## config.mk

```make
export PLATFORM = sky130hd
export DESIGN_NAME = ext_cs_decoder
export DESIGN_NICKNAME = d
export VERILOG_FILES = /design/src/rtl/ecs_pkg.sv /design/src/rtl/ecs_regfile.sv /design/src/rtl/ecs_match.sv /design/src/rtl/ecs_mode_fsm.sv /design/src/rtl/ecs_xfer_fsm.sv /design/src/rtl/ext_cs_decoder.sv
export SDC_FILE = /design/constraint.sdc
export NUM_CORES = 1
export LEC_CHECK = 0
export ABC_AREA = 0
export BUFFER_PORTS_ARGS = -buffer_cell sky130_fd_sc_hd__clkbuf_2
export CAP_MARGIN = 20
export CORE_ASPECT_RATIO = 0.6
export CORE_MARGIN = 8
export CORE_UTILIZATION = 35
export CTS_BUF_LIST = sky130_fd_sc_hd__clkbuf_8
export DETAILED_ROUTE_END_ITERATION = 6
export GPL_TIMING_DRIVEN = 0
export PLACE_DENSITY = 0.56
export SLEW_MARGIN = 20
export SYNTH_ARGS = -nofsm -noshare
export SYNTH_HDL_FRONTEND = slang
export SYNTH_SLANG_ARGS = --single-unit
```

## constraint.sdc

```tcl
create_clock -name clk -period 4.7 [get_ports clk]
set_clock_uncertainty 0.1 [all_clocks]
set_input_delay 0.47 -clock clk [delete_from_list [all_inputs] [get_ports clk]]
set_output_delay 0.47 -clock clk [all_outputs]
set_load 0.02 [all_outputs]
```

## src/rtl/ecs_pkg.sv

```systemverilog
package ecs_pkg;

    typedef enum logic {
        MODE_BOOT,
        MODE_NORMAL
    } boot_mode_e;

    typedef enum logic {
        XF_IDLE,
        XF_HOLD
    } xfer_state_e;

    localparam logic [1:0] PS_32  = 2'b00;
    localparam logic [1:0] PS_16  = 2'b01;
    localparam logic [1:0] PS_8   = 2'b10;
    localparam logic [1:0] PS_32B = 2'b11;

    // Narrow ports sit on the high-order byte lanes.
    function automatic logic [3:0] lanes_for(input logic [1:0] sz);
        logic [3:0] l;
        unique case (sz)
            PS_16:   l = 4'b1100;
            PS_8:    l = 4'b1000;
            default: l = 4'b1111;
        endcase
        return l;
    endfunction

endpackage

```

## src/rtl/ecs_regfile.sv

```systemverilog
module ecs_regfile #(
    parameter int NUM_CS    = 7,
    parameter int ADDR_W    = 32,
    parameter int REG_AW    = 8,
    parameter int GRAN_BITS = 16
) (
    input  logic                           clk,
    input  logic                           rst_n,
    input  logic [1:0]                     strap,
    input  logic                           reg_en,
    input  logic                           reg_we,
    input  logic [REG_AW-1:0]              reg_addr,
    input  logic [31:0]                    reg_wdata,
    output logic [31:0]                    reg_rdata,
    output logic [NUM_CS-1:0][ADDR_W-1:0]  base_o,
    output logic [NUM_CS-1:0][ADDR_W-1:0]  mask_o,
    output logic [NUM_CS-1:0]              valid_o,
    output logic [NUM_CS-1:0][1:0]         size_o,
    output logic                           boot_internal,
    output logic                           cs0_valid_set
);
    localparam int HI_W   = ADDR_W - GRAN_BITS;
    localparam int STRIDE = 12;

    logic [NUM_CS-1:0][31:0] rd_part;
    logic                    wr;

    assign wr = reg_en && reg_we;

    // The boot flag is latched while reset is held.
    always_ff @(posedge clk) begin
        if (!rst_n) boot_internal <= (strap == 2'b00);
    end

    assign cs0_valid_set = wr && (reg_addr == REG_AW'(8)) && reg_wdata[0];

    for (genvar i = 0; i < NUM_CS; i++) begin : g_sel
        localparam int OFF = STRIDE * i;
        logic [HI_W-1:0] base_hi;
        logic [HI_W-1:0] mask_hi;
        logic            valid_q;
        logic [1:0]      size_q;
        logic            hit_b, hit_m, hit_c;
        logic            flag;

        assign hit_b = (reg_addr == REG_AW'(OFF));
        assign hit_m = (reg_addr == REG_AW'(OFF + 4));
        assign hit_c = (reg_addr == REG_AW'(OFF + 8));
        assign flag  = (i == 0) ? boot_internal : 1'b0;

        always_ff @(posedge clk) begin
            if (!rst_n) begin
                base_hi <= '0;
                mask_hi <= '0;
                valid_q <= 1'b0;
                size_q  <= (i == 0) ? strap : PS_DEFAULT;
            end else if (wr) begin
                if (hit_b) base_hi <= reg_wdata[31:GRAN_BITS];
                if (hit_m) mask_hi <= reg_wdata[31:GRAN_BITS];
                if (hit_c) begin
                    valid_q <= reg_wdata[0];
                    size_q  <= reg_wdata[2:1];
                end
            end
        end

        assign base_o[i]  = {base_hi, {GRAN_BITS{1'b0}}};
        assign mask_o[i]  = {mask_hi, {GRAN_BITS{1'b0}}};
        assign valid_o[i] = valid_q;
        assign size_o[i]  = size_q;

        always_comb begin
            rd_part[i] = '0;
            if (hit_b) rd_part[i] = {base_hi, {GRAN_BITS{1'b0}}};
            if (hit_m) rd_part[i] = {mask_hi, {GRAN_BITS{1'b0}}};
            if (hit_c) rd_part[i] = {28'd0, flag, size_q, valid_q};
        end
    end

    localparam logic [1:0] PS_DEFAULT = 2'b00;

    always_comb begin
        reg_rdata = '0;
        for (int i = 0; i < NUM_CS; i++) reg_rdata = reg_rdata | rd_part[i];
    end

endmodule

```

## src/rtl/ecs_match.sv

```systemverilog
module ecs_match #(
    parameter int NUM_CS    = 7,
    parameter int ADDR_W    = 32,
    parameter int GRAN_BITS = 16
) (
    input  logic [ADDR_W-1:0]              addr,
    input  logic [NUM_CS-1:0][ADDR_W-1:0]  base,
    input  logic [NUM_CS-1:0][ADDR_W-1:0]  mask,
    input  logic [NUM_CS-1:0]              valid,
    input  logic [NUM_CS-1:0][1:0]         size,
    input  ecs_pkg::boot_mode_e            mode,
    input  logic                           boot_internal,
    output logic [NUM_CS-1:0]              sel,
    output logic [1:0]                     sel_size
);
    import ecs_pkg::*;

    logic [NUM_CS-1:0] window_hit;
    logic [NUM_CS-1:0] eligible;

    for (genvar i = 0; i < NUM_CS; i++) begin : g_win
        assign window_hit[i] =
            (((addr[ADDR_W-1:GRAN_BITS] ^ base[i][ADDR_W-1:GRAN_BITS])
              & ~mask[i][ADDR_W-1:GRAN_BITS]) == '0);
        if (i == 0) begin : g_boot
            assign eligible[i] = !boot_internal &&
                ((mode == MODE_BOOT) || (valid[i] && window_hit[i]));
        end else begin : g_other
            assign eligible[i] = (mode == MODE_NORMAL) && valid[i] && window_hit[i];
        end
    end

    always_comb begin
        logic found;
        found    = 1'b0;
        sel      = '0;
        sel_size = PS_32;
        for (int i = 0; i < NUM_CS; i++) begin
            if (eligible[i] && !found) begin
                sel[i]   = 1'b1;
                sel_size = size[i];
                found    = 1'b1;
            end
        end
    end

endmodule

```

## src/rtl/ecs_mode_fsm.sv

```systemverilog
module ecs_mode_fsm (
    input  logic                clk,
    input  logic                rst_n,
    input  logic                cs0_valid_set,
    output ecs_pkg::boot_mode_e mode
);
    import ecs_pkg::*;

    boot_mode_e state_q, state_d;

    always_ff @(posedge clk) begin
        if (!rst_n) state_q <= MODE_BOOT;
        else        state_q <= state_d;
    end

    always_comb begin
        state_d = state_q;
        unique case (state_q)
            MODE_BOOT:   if (cs0_valid_set) state_d = MODE_NORMAL;
            MODE_NORMAL: state_d = MODE_NORMAL;
            default:     state_d = MODE_BOOT;
        endcase
    end

    assign mode = state_q;

endmodule

```

## src/rtl/ecs_xfer_fsm.sv

```systemverilog
module ecs_xfer_fsm #(
    parameter int NUM_CS = 7
) (
    input  logic              clk,
    input  logic              rst_n,
    input  logic              strobe,
    input  logic [NUM_CS-1:0] sel,
    input  logic [1:0]        sel_size,
    output logic [NUM_CS-1:0] cs_n,
    output logic [1:0]        port_size,
    output logic [3:0]        lane_en
);
    import ecs_pkg::*;

    xfer_state_e state_q, state_d;

    always_ff @(posedge clk) begin
        if (!rst_n) state_q <= XF_IDLE;
        else        state_q <= state_d;
    end

    always_comb begin
        state_d = state_q;
        unique case (state_q)
            XF_IDLE: if (strobe)  state_d = XF_HOLD;
            XF_HOLD: if (!strobe) state_d = XF_IDLE;
            default: state_d = XF_IDLE;
        endcase
    end

    always_ff @(posedge clk) begin
        if (!rst_n) begin
            cs_n      <= '1;
            port_size <= PS_32;
            lane_en   <= 4'b0000;
        end else begin
            unique case (state_q)
                XF_IDLE: begin
                    if (strobe) begin
                        cs_n      <= ~sel;
                        port_size <= (|sel) ? sel_size : PS_32;
                        lane_en   <= (|sel) ? lanes_for(sel_size) : 4'b0000;
                    end
                end
                XF_HOLD: begin
                    if (!strobe) begin
                        cs_n      <= '1;
                        port_size <= PS_32;
                        lane_en   <= 4'b0000;
                    end
                end
                default: cs_n <= '1;
            endcase
        end
    end

endmodule

```

## src/rtl/ext_cs_decoder.sv

```systemverilog
module ext_cs_decoder #(
    parameter int NUM_CS    = 7,
    parameter int ADDR_W    = 32,
    parameter int REG_AW    = 8,
    parameter int GRAN_BITS = 16
) (
    input  logic              clk,
    input  logic              rst_n,
    input  logic [1:0]        strap_pins,
    input  logic              bus_strobe,
    input  logic [ADDR_W-1:0] bus_addr,
    input  logic              reg_en,
    input  logic              reg_we,
    input  logic [REG_AW-1:0] reg_addr,
    input  logic [31:0]       reg_wdata,
    output logic [31:0]       reg_rdata,
    output logic [NUM_CS-1:0] cs_n,
    output logic [1:0]        port_size,
    output logic [3:0]        lane_en
);
    import ecs_pkg::*;

    logic [NUM_CS-1:0][ADDR_W-1:0] base_w;
    logic [NUM_CS-1:0][ADDR_W-1:0] mask_w;
    logic [NUM_CS-1:0]             valid_w;
    logic [NUM_CS-1:0][1:0]        size_w;
    logic                          boot_internal;
    logic                          cs0_valid_set;
    boot_mode_e                    mode_q;
    logic [NUM_CS-1:0]             sel_w;
    logic [1:0]                    sel_size_w;

    ecs_regfile #(
        .NUM_CS(NUM_CS), .ADDR_W(ADDR_W), .REG_AW(REG_AW), .GRAN_BITS(GRAN_BITS)
    ) u_regs (
        .clk(clk), .rst_n(rst_n), .strap(strap_pins),
        .reg_en(reg_en), .reg_we(reg_we), .reg_addr(reg_addr),
        .reg_wdata(reg_wdata), .reg_rdata(reg_rdata),
        .base_o(base_w), .mask_o(mask_w), .valid_o(valid_w), .size_o(size_w),
        .boot_internal(boot_internal), .cs0_valid_set(cs0_valid_set)
    );

    ecs_mode_fsm u_mode (
        .clk(clk), .rst_n(rst_n), .cs0_valid_set(cs0_valid_set), .mode(mode_q)
    );

    ecs_match #(
        .NUM_CS(NUM_CS), .ADDR_W(ADDR_W), .GRAN_BITS(GRAN_BITS)
    ) u_match (
        .addr(bus_addr), .base(base_w), .mask(mask_w), .valid(valid_w),
        .size(size_w), .mode(mode_q), .boot_internal(boot_internal),
        .sel(sel_w), .sel_size(sel_size_w)
    );

    ecs_xfer_fsm #(.NUM_CS(NUM_CS)) u_xfer (
        .clk(clk), .rst_n(rst_n), .strobe(bus_strobe),
        .sel(sel_w), .sel_size(sel_size_w),
        .cs_n(cs_n), .port_size(port_size), .lane_en(lane_en)
    );

endmodule

```

=== Yosys cells after proc, flatten, opt, wreduce, memory -nomap -nowiden ===
Cells that the tools add are included.

* Bits in registers: 261
* Input port bits: 79
* Output and inout bits: 45
* Word-level logic and storage cells: 212

* Equal/unequal tests: 26
* Mux-type cells: 58
* Bitwise gates (word level): 30
* Reductions and logical operators: 64

{| class="wikitable"
|+ Operators by type and width
! cell !! count
|-
| $mux 32 || 21
|-
| $or 32x32->32 || 6
|-
| $and 16x16->16 || 7
|-
| $logic_not 16->1 || 7
|-
| $not 16->16 || 7
|-
| $xor 16x16->16 || 7
|-
| $eq 8x6->1 const B || 8
|-
| $reduce_and 2->1 || 23
|-
| $eq 8x7->1 const B || 5
|-
| $eq 8x5->1 const B || 4
|-
| $mux 2 || 13
|-
| $logic_and 1x1->1 || 23
|-
| $eq 8x4->1 const B || 2
|-
| $mux 1 || 14
|-
| $mux 7 || 2
|-
| $pmux 7 s2 || 1
|-
| $mux 4 || 3
|-
| $eq 8x3->1 const B || 1
|-
| $logic_not 8->1 || 1
|-
| $pmux 4 s2 || 1
|-
| $logic_not 1->1 || 7
|-
| $not 7->7 || 1
|-
| $reduce_or 7->1 || 1
|-
| $pmux 3 s2 || 1
|-
| other kinds (9) || 12
|}

=== Longest topological paths before layout ===
Gate-level depths: netlist of run 1.

* Depth after elaboration: 30
* Depth in mapped cells: 12
* Gate-level depth less buffers: 11

=== Cells and area by module ===
Synthesis of run 1 repeated with hierarchy kept, for this count alone.

* Cells, all modules: 1,941
* Area, all modules: 15,122.0 um^2

{| class="wikitable"
|+ Modules (own cells, without submodules)
! module !! times used !! cells each !! area each (um^2) !! sequential area each (um^2)
|-
| ecs_regfile || 1 || 1,639 || 12,614.6 || 4,954.8
|-
| ecs_match || 1 || 253 || 1,986.9 || 0.0
|-
| ecs_xfer_fsm || 1 || 47 || 493.0 || 260.2
|-
| ecs_mode_fsm || 1 || 2 || 27.5 || 20.0
|}

=== Worst setup path after synthesis of run 1 ===
No wires, ideal clock.

* Path kind: in2out
* From: input reg_addr[1]
* To: output reg_rdata[23]
* Arrival time: 2.233 ns
* Required time: 4.130 ns
* Setup slack: 1.897 ns
* Stages on the path: 8
* Buffers on the path: 2
* Path through: or4_1 -> clkbuf_1 -> nor2_1 -> clkbuf_1 -> a22oi_1 -> nand2_1 -> a221oi_1 -> nand4_1

* Cells in the longest elaborated chain, start to end: 10
* Elaborated cells between the ends (all ways): 48
* Those cells by class: 20 x eq/ne; 21 x mux; 6 x bitwise; 1 x reduce/logical

{| class="wikitable"
|+ Ends and longest elaborated chain
! item !! line !! RTL
|-
| from (decl) || ext_cs_decoder.sv:14 || <nowiki>input logic [REG_AW-1:0] reg_addr,</nowiki>
|-
| $eq 8x4->1 or $logic_not 8->1 (tied branches) || ecs_regfile.sv:46 || <nowiki>assign hit_b = (reg_addr == REG_AW'(OFF));</nowiki>
|-
| $mux 32 || ecs_regfile.sv:74 || <nowiki>if (hit_b) rd_part[i] = {base_hi, {GRAN_BITS{1'b0}}};</nowiki>
|-
| $mux 32 || ecs_regfile.sv:75 || <nowiki>if (hit_m) rd_part[i] = {mask_hi, {GRAN_BITS{1'b0}}};</nowiki>
|-
| $mux 32 || ecs_regfile.sv:76 || <nowiki>if (hit_c) rd_part[i] = {28'd0, flag, size_q, valid_q};</nowiki>
|-
| $or 32x32->32 (5 in a row) || ecs_regfile.sv:84 || <nowiki>for (int i = 0; i < NUM_CS; i++) reg_rdata = reg_rdata | rd_part[i];</nowiki>
|-
| $or 32x32->32 * || ecs_regfile.sv:84 ||
|-
| to (decl) || ext_cs_decoder.sv:16 || <nowiki>output logic [31:0] reg_rdata,</nowiki>
|}

Every way passes the cells marked *; elsewhere a longest branch is shown, timed or not.

=== Final worst setup path of run 1 ===
* From: input reg_addr[1]
* To: output reg_rdata[21]

The elaborated chain is that of the path after synthesis.

==> flow_metrics.tcl, run 1 <==
set metrics [dict create \
    status "completed" \
    reg2reg_to "u_xfer.lane_en[1]" \
    core_sq_mm 0.0350 \
    worst_pin_slew_ns 1.22 \
    grt_max_degree 11 \
    cts_resized 0 \
    yosys-top-cells-area "dfxtp_1 (41%), nand2_1 (16%), a21oi_1 (9.9%)" \
    cts_setup_buffers 0 \
    htreeDepth 2 \
    grt_pass1_wl_microns 88600 \
    irDropWorstVdd_v 0.000204 \
    synth_seq_cells 260 \
    synth_seq_area_share 0.421 \
    crit_arrival_ns 3.92 \
    first_iter_violations 2134 \
    via_count 13555 \
    synth.avg_cell_area_sq_um 7.62 \
    fin_nets 1834 \
    synthArstFlopShare 0 \
    clock-sinks 260 \
    netlist_area_sq_mm 0.0124 \
    start_kind "input port" \
    drt_pass1_iterations 6 \
    hold_violations 0 \
    finalSetupTns_ns 0 \
    area_growth_syn_to_layout_pct 14.9 \
    grt_usage 0.290 \
    cp-startpoint "reg_addr[1]" \
    portBuffers 65 \
    cts_buffer_depth 3 \
    dpl_cell_area_sq_mm 0.0134 \
    overflow 0 \
    die_h_microns 162 \
    fin_area_sq_mm 0.0143 \
    period_minus_slack_ns 4.49 \
    r2r_start "u_mode.mode" \
    yosys-top-cells-count "nand2_1 (518), dfxtp_1 (257), a21oi_1 (247)" \
    via_per_inst 6.01 \
    fmax_ghz 0.223 \
    pwr_density_cell_mw_per_mm2 330 \
    path_max_fanout 10 \
    clockRootBuffer "clkbuf_8" \
    endpoint_kind "output port" \
    antenna_found_initial 1 \
    maxSlewViolCount 0 \
    rsz0062_at_grt "false" \
    ys_warn_count 0 \
    crit_type "input port to output port" \
    place_congestion 1.02 \
    path_cells "clkbuf_2, or4_1, clkbuf_1, nor2_1, clkbuf_1, a22oi_1, nand2_1, a221oi_1, nand4_1, clkbuf_2" \
    synthDistinctLibCells 52 \
    reg2reg_slack_ns 1.09 \
    start_util 0.355 \
    clk_pin_slew_worst_paths_ns 0.07 \
    grt_pass1_vias 12027 \
    cts_made_buffers 41 \
    synth_edf_count 3 \
    period_share 0.955 \
    leakagePower_uw 0.00446 \
    rr_worst_depth 11 \
    dieArea_sq_mm 0.0420 \
    dieWidth_microns 259 \
    cap_viol_max_count 0 \
    postRouteAntennaNets 0 \
    synth_top_area_frac 0.413 \
    slew_headroom 0.184 \
    synthFlopType "dfxtp_1" \
    synth_most_common_cell "nand2_1" \
    cp_slowest_cell "nor2_1" \
    holdCritPathClass "input port to flop" \
    syn-instance-count 1634 \
    drive_gt1_frac 0.0957 \
    core.rowCount 53 \
    wl_per_cell_microns 28.1 \
    wl_microns 63400 \
    pin_count 124 \
    cp_slowest_stage_delay_ns 0.96 \
    cts_tree "yes" \
    dp.final_hpwl_microns 50000 \
    drc_errors 0 \
    critPathCapture "reg_rdata[21]" \
    insertion_delay_ns 0.60 \
    hold_buffers 0 \
    setup_violations 0 \
    synth_top_cell_by_area "dfxtp_1" \
    worstPathRequired_ns 4.13 \
]
worst max-delay path: cells and delay by family:
family / cells / cell delay (ns)
simple gates: 4 / 1.83
compound gates: 2 / 0.27
buf+inv: 4 / 1.35
area by class of cell:
type / instances / area (sq um)
flip-flops and latches: 260 / 5240
fillers: 3738 / 20700
repair buffers: 66 / 330
plain buffers: 126 / 584
multi-input cells: 1250 / 6650
clock buffers: 57 / 785
clock inverters: 18 / 101
diodes: 1 / 2.50
inverters: 9 / 33.8
well taps: 467 / 584
power by group:
group          switching [uW]  internal [uW]  leakage (uW)
Sequential               7.16           2210       0.00210
Combinational             260           96.5       0.00186
Clock                    1010           1130      0.000505
Total                    1280           3440       0.00446
cells by family after synthesis:
group	Yosys count	synth area share
AO/OA/AOI/OAI	450	0.221
XOR/XNOR	114	0.0820
adder cells (fa/ha/maj)	1	0.00101
buffers and inverters	135	0.0497
flip-flops	260	0.421
multiplexers	4	0.00342
other	1	0.000301
AND/OR/NAND/NOR	669	0.222
worst min-delay path by stage:
| stage | from | endpoint | slack, ns | cells after the start |
|---|---|---|---|---|
| after global placement | u_xfer.lane_en[3] | u_xfer.lane_en[3] | 0.35 | 2 |
| final | strap_pins[1] | u_regs.boot_internal | 0.07 | 2 |
| after detailed placement | u_xfer.lane_en[3] | u_xfer.lane_en[3] | 0.36 | 2 |
| after CTS | strap_pins[1] | u_regs.boot_internal | 0.05 | 2 |
| after floorplan | u_regs.g_sel[5].size_q[0] | u_regs.g_sel[5].size_q[0] | 0.34 | 2 |
| after global routing | strap_pins[1] | u_regs.boot_internal | 0.06 | 2 |
registers in the layout, indices dropped and copies added, names as in the netlist:
register / count
u_mode.mode: 1
u_regs.boot_internal: 1
u_regs.g_sel.valid_q: 7
u_regs.g_sel.mask_hi: 112
u_xfer.cs_n: 7
u_regs.g_sel.base_hi: 112
u_xfer.lane_en: 3
u_regs.g_sel.size_q: 14
u_xfer.port_size: 2
u_xfer.state_q: 1
metal layers:
| metal | vias up | global-route usage | share of wire |
|---|---|---|---|
| met4 | 4 | 0.0707 | 0.024 |
| met3 | 120 | 0.105 | 0.15 |
| met5 | - | 0 | 0.00041 |
| met1 | 6583 | 0.439 | 0.45 |
| met2 | 964 | 0.375 | 0.37 |
| li1 | 5884 | - | - |
cells in the final DEF (no fill, tap or decap), drive strengths merged, types with 4 or more instances in the layout:
| cell type | n |
|---|---|
| conb | 12 |
| nand3 | 31 |
| dfxtp | 257 |
| o211ai | 7 |
| or3 | 5 |
| and2 | 4 |
| a221oi | 33 |
| inv | 21 |
| clkinv | 4 |
| nor4 | 8 |
| nor2 | 45 |
| nand3b | 6 |
| a31oi | 6 |
| a21oi | 247 |
| a22oi | 66 |
| nand2 | 518 |
| nand4 | 17 |
| o22ai | 53 |
| a22o | 18 |
| o21ai | 8 |
| nor3 | 21 |
| clkbuf | 216 |
| buf | 32 |
| xnor2 | 113 |
stage by stage:
step	cells	worst slack, ns	hold slack (ns)	utilization	power, uW
finish	2254	0.212	0.0736	0.408	4720
detailed placement	2177	0.446	0.361	0.383	2610
CTS	2252	0.422	0.0525	0.408	4710
global placement	2177	0.465	0.348	0.383	2610
floorplan	1645	1.90	0.344	-	2460
global route	2253	0.302	0.0619	0.408	4840
No activity file was read; power rests on OpenSTA's default activity.
==> run 2: changes to the inputs <==
- CORE_UTILIZATION: 35 -> 24
- PLACE_DENSITY: 0.56 -> 0.43
==> flow_metrics.tcl, run 2 (synthesis gave the netlist of run 1 again) <==
set metrics [dict create \
    area_growth_syn_to_layout_pct 17.0 \
    path_max_fanout 10 \
    clk_pin_slew_worst_paths_ns 0.06 \
    start_util 0.244 \
    core.rowCount 64 \
    crit_arrival_ns 4.03 \
    dp.final_hpwl_microns 54900 \
    cts_setup_buffers 0 \
    insertion_delay_ns 0.61 \
    grt_pass1_vias 12048 \
    cp-startpoint "reg_addr[1]" \
    fmax_ghz 0.217 \
    grt_usage 0.221 \
    status "completed" \
    die_h_microns 192 \
    drive_gt1_frac 0.0963 \
    irDropWorstVdd_v 0.000152 \
    num_antenna_cells 0 \
    via_per_inst 5.40 \
    setup_violations 0 \
    rsz0062_at_grt "false" \
    critPathCapture "reg_rdata[29]" \
    r2r_start "u_regs.g_sel[3].base_hi[1]" \
    drc_errors 0 \
    wl_microns 68100 \
    top_regs "u_regs.g_sel.base_hi: 112 flops, u_regs.g_sel.mask_hi: 112 flops, u_regs.g_sel.size_q: 14 flops" \
    fin_total_pwr_uw 4660 \
    maxSlewViolCount 0 \
    worst_pin_slew_ns 1.28 \
    pin_count 124 \
    hold_buffers 0 \
    reg2reg_slack_ns 1.30 \
    dieArea_sq_mm 0.0596 \
    fin_util 0.285 \
    cap_viol_max_count 0 \
    final_common_cell "nand2_1" \
    holdCritPathClass "input port to flop" \
    place_congestion 0.980 \
    fill_cells 5662 \
    core_sq_mm 0.0511 \
    finalSetupTns_ns 0 \
    overflow 0 \
    worstPathRequired_ns 4.13 \
    dieWidth_microns 310 \
    path_cells "clkbuf_2, or4_1, clkbuf_1, nor2_1, clkbuf_1, a22oi_1, nand2_1, a221oi_1, nand4_1, clkbuf_2" \
    htreeDepth 2 \
    cts_made_buffers 43 \
    start_kind "input port" \
    period_minus_slack_ns 4.60 \
    reg2reg_to "u_xfer.lane_en[1]" \
    drt_pass1_iterations 5 \
    wl_per_cell_microns 27.4 \
    clock-sinks 260 \
    cp.depth 10 \
    clockRootBuffer "clkbuf_8" \
    postRouteAntennaNets 0 \
    grt_max_degree 11 \
    cts_tree "yes" \
    cp_slowest_cell "nor2_1" \
    leakagePower_uw 0.00446 \
    cts_buffer_depth 3 \
    critPathBufInv 4 \
    antenna_found_initial 1 \
    mostFrequentLayoutCells "nand2_1 (518), dfxtp_1 (257), a21oi_1 (247)" \
    pwr_density_cell_mw_per_mm2 320 \
    portBuffers 65 \
    cts_resized 0 \
    period_share 0.979 \
    via_count 13383 \
    hold_depth 3 \
    cp_top_family "simple AND/OR/NAND/NOR gates" \
    grt_pass1_wl_microns 93800 \
    cp_slowest_stage_delay_ns 0.91 \
    endpoint_kind "output port" \
    slew_headroom 0.145 \
    first_iter_violations 1895 \
    rr_worst_depth 11 \
    crit_type "input port to output port" \
    fin_nets 1835 \
    hold_violations 0 \
]
## run 2: worst min-delay path, delay by kind of cell
family	cells	cell delay, ns
buffers and inverters	1	0.12
and+or+nand+nor	1	0.07
AOI/OAI and AO/OA	1	0.05
## run 2: layout make-up
| class | instances | area [sq um] | share of cell area |
|---|---|---|---|
| flip-flops and latches | 260 | 5240 | 0.359 |
| clock buffers | 56 | 771 | 0.0529 |
| repair buffers | 65 | 325 | 0.0223 |
| multi-input cells | 1250 | 6660 | 0.457 |
| plain buffers | 126 | 586 | 0.0402 |
| clock inverters | 21 | 87.6 | 0.00601 |
| well taps | 693 | 867 | 0.0595 |
| inverters | 9 | 33.8 | 0.00232 |
## run 2: worst min path at each step
| stage | startpoint | slack, ns | end |
|---|---|---|---|
| 3_5_place_dp | u_xfer.lane_en[3] | 0.36 | u_xfer.lane_en[3] |
| 3_3_place_gp | u_xfer.lane_en[3] | 0.35 | u_xfer.lane_en[3] |
| 6_report | reg_wdata[22] | 0.07 | u_regs.g_sel[0].mask_hi[6] |
| 4_1_cts | reg_wdata[29] | 0.04 | u_regs.g_sel[5].mask_hi[13] |
| 5_1_grt | reg_wdata[22] | 0.07 | u_regs.g_sel[0].base_hi[6] |
| 2_1_floorplan | u_regs.g_sel[5].size_q[0] | 0.34 | u_regs.g_sel[5].size_q[0] |
## run 2: layer usage
layer	GRT usage	wire [microns]	vias to the layer above
met2	0.278	24800	844
met3	0.0764	9990	100
met4	0.0441	1180	0
met5	0	0	-
li1	-	-	5879
met1	0.347	32100	6560
## run 2: per-stage QoR
stage	hold WS (ns)	setup WS, ns	instances	cell area [sq um]
final	0.0737	0.0966	2480	14600
after global routing	0.0662	0.192	2480	14600
after CTS	0.0395	0.367	2480	14600
after detailed placement	0.357	0.390	2403	13700
after global placement	0.354	0.383	2403	13700
after floorplan	0.344	1.90	1645	12500
## run 2: report_power, final
group          internal, uW  total, uW  switching (uW)
clock                  1060       2070            1010
sequential             2210       2220            7.23
combinational          96.5        365             268
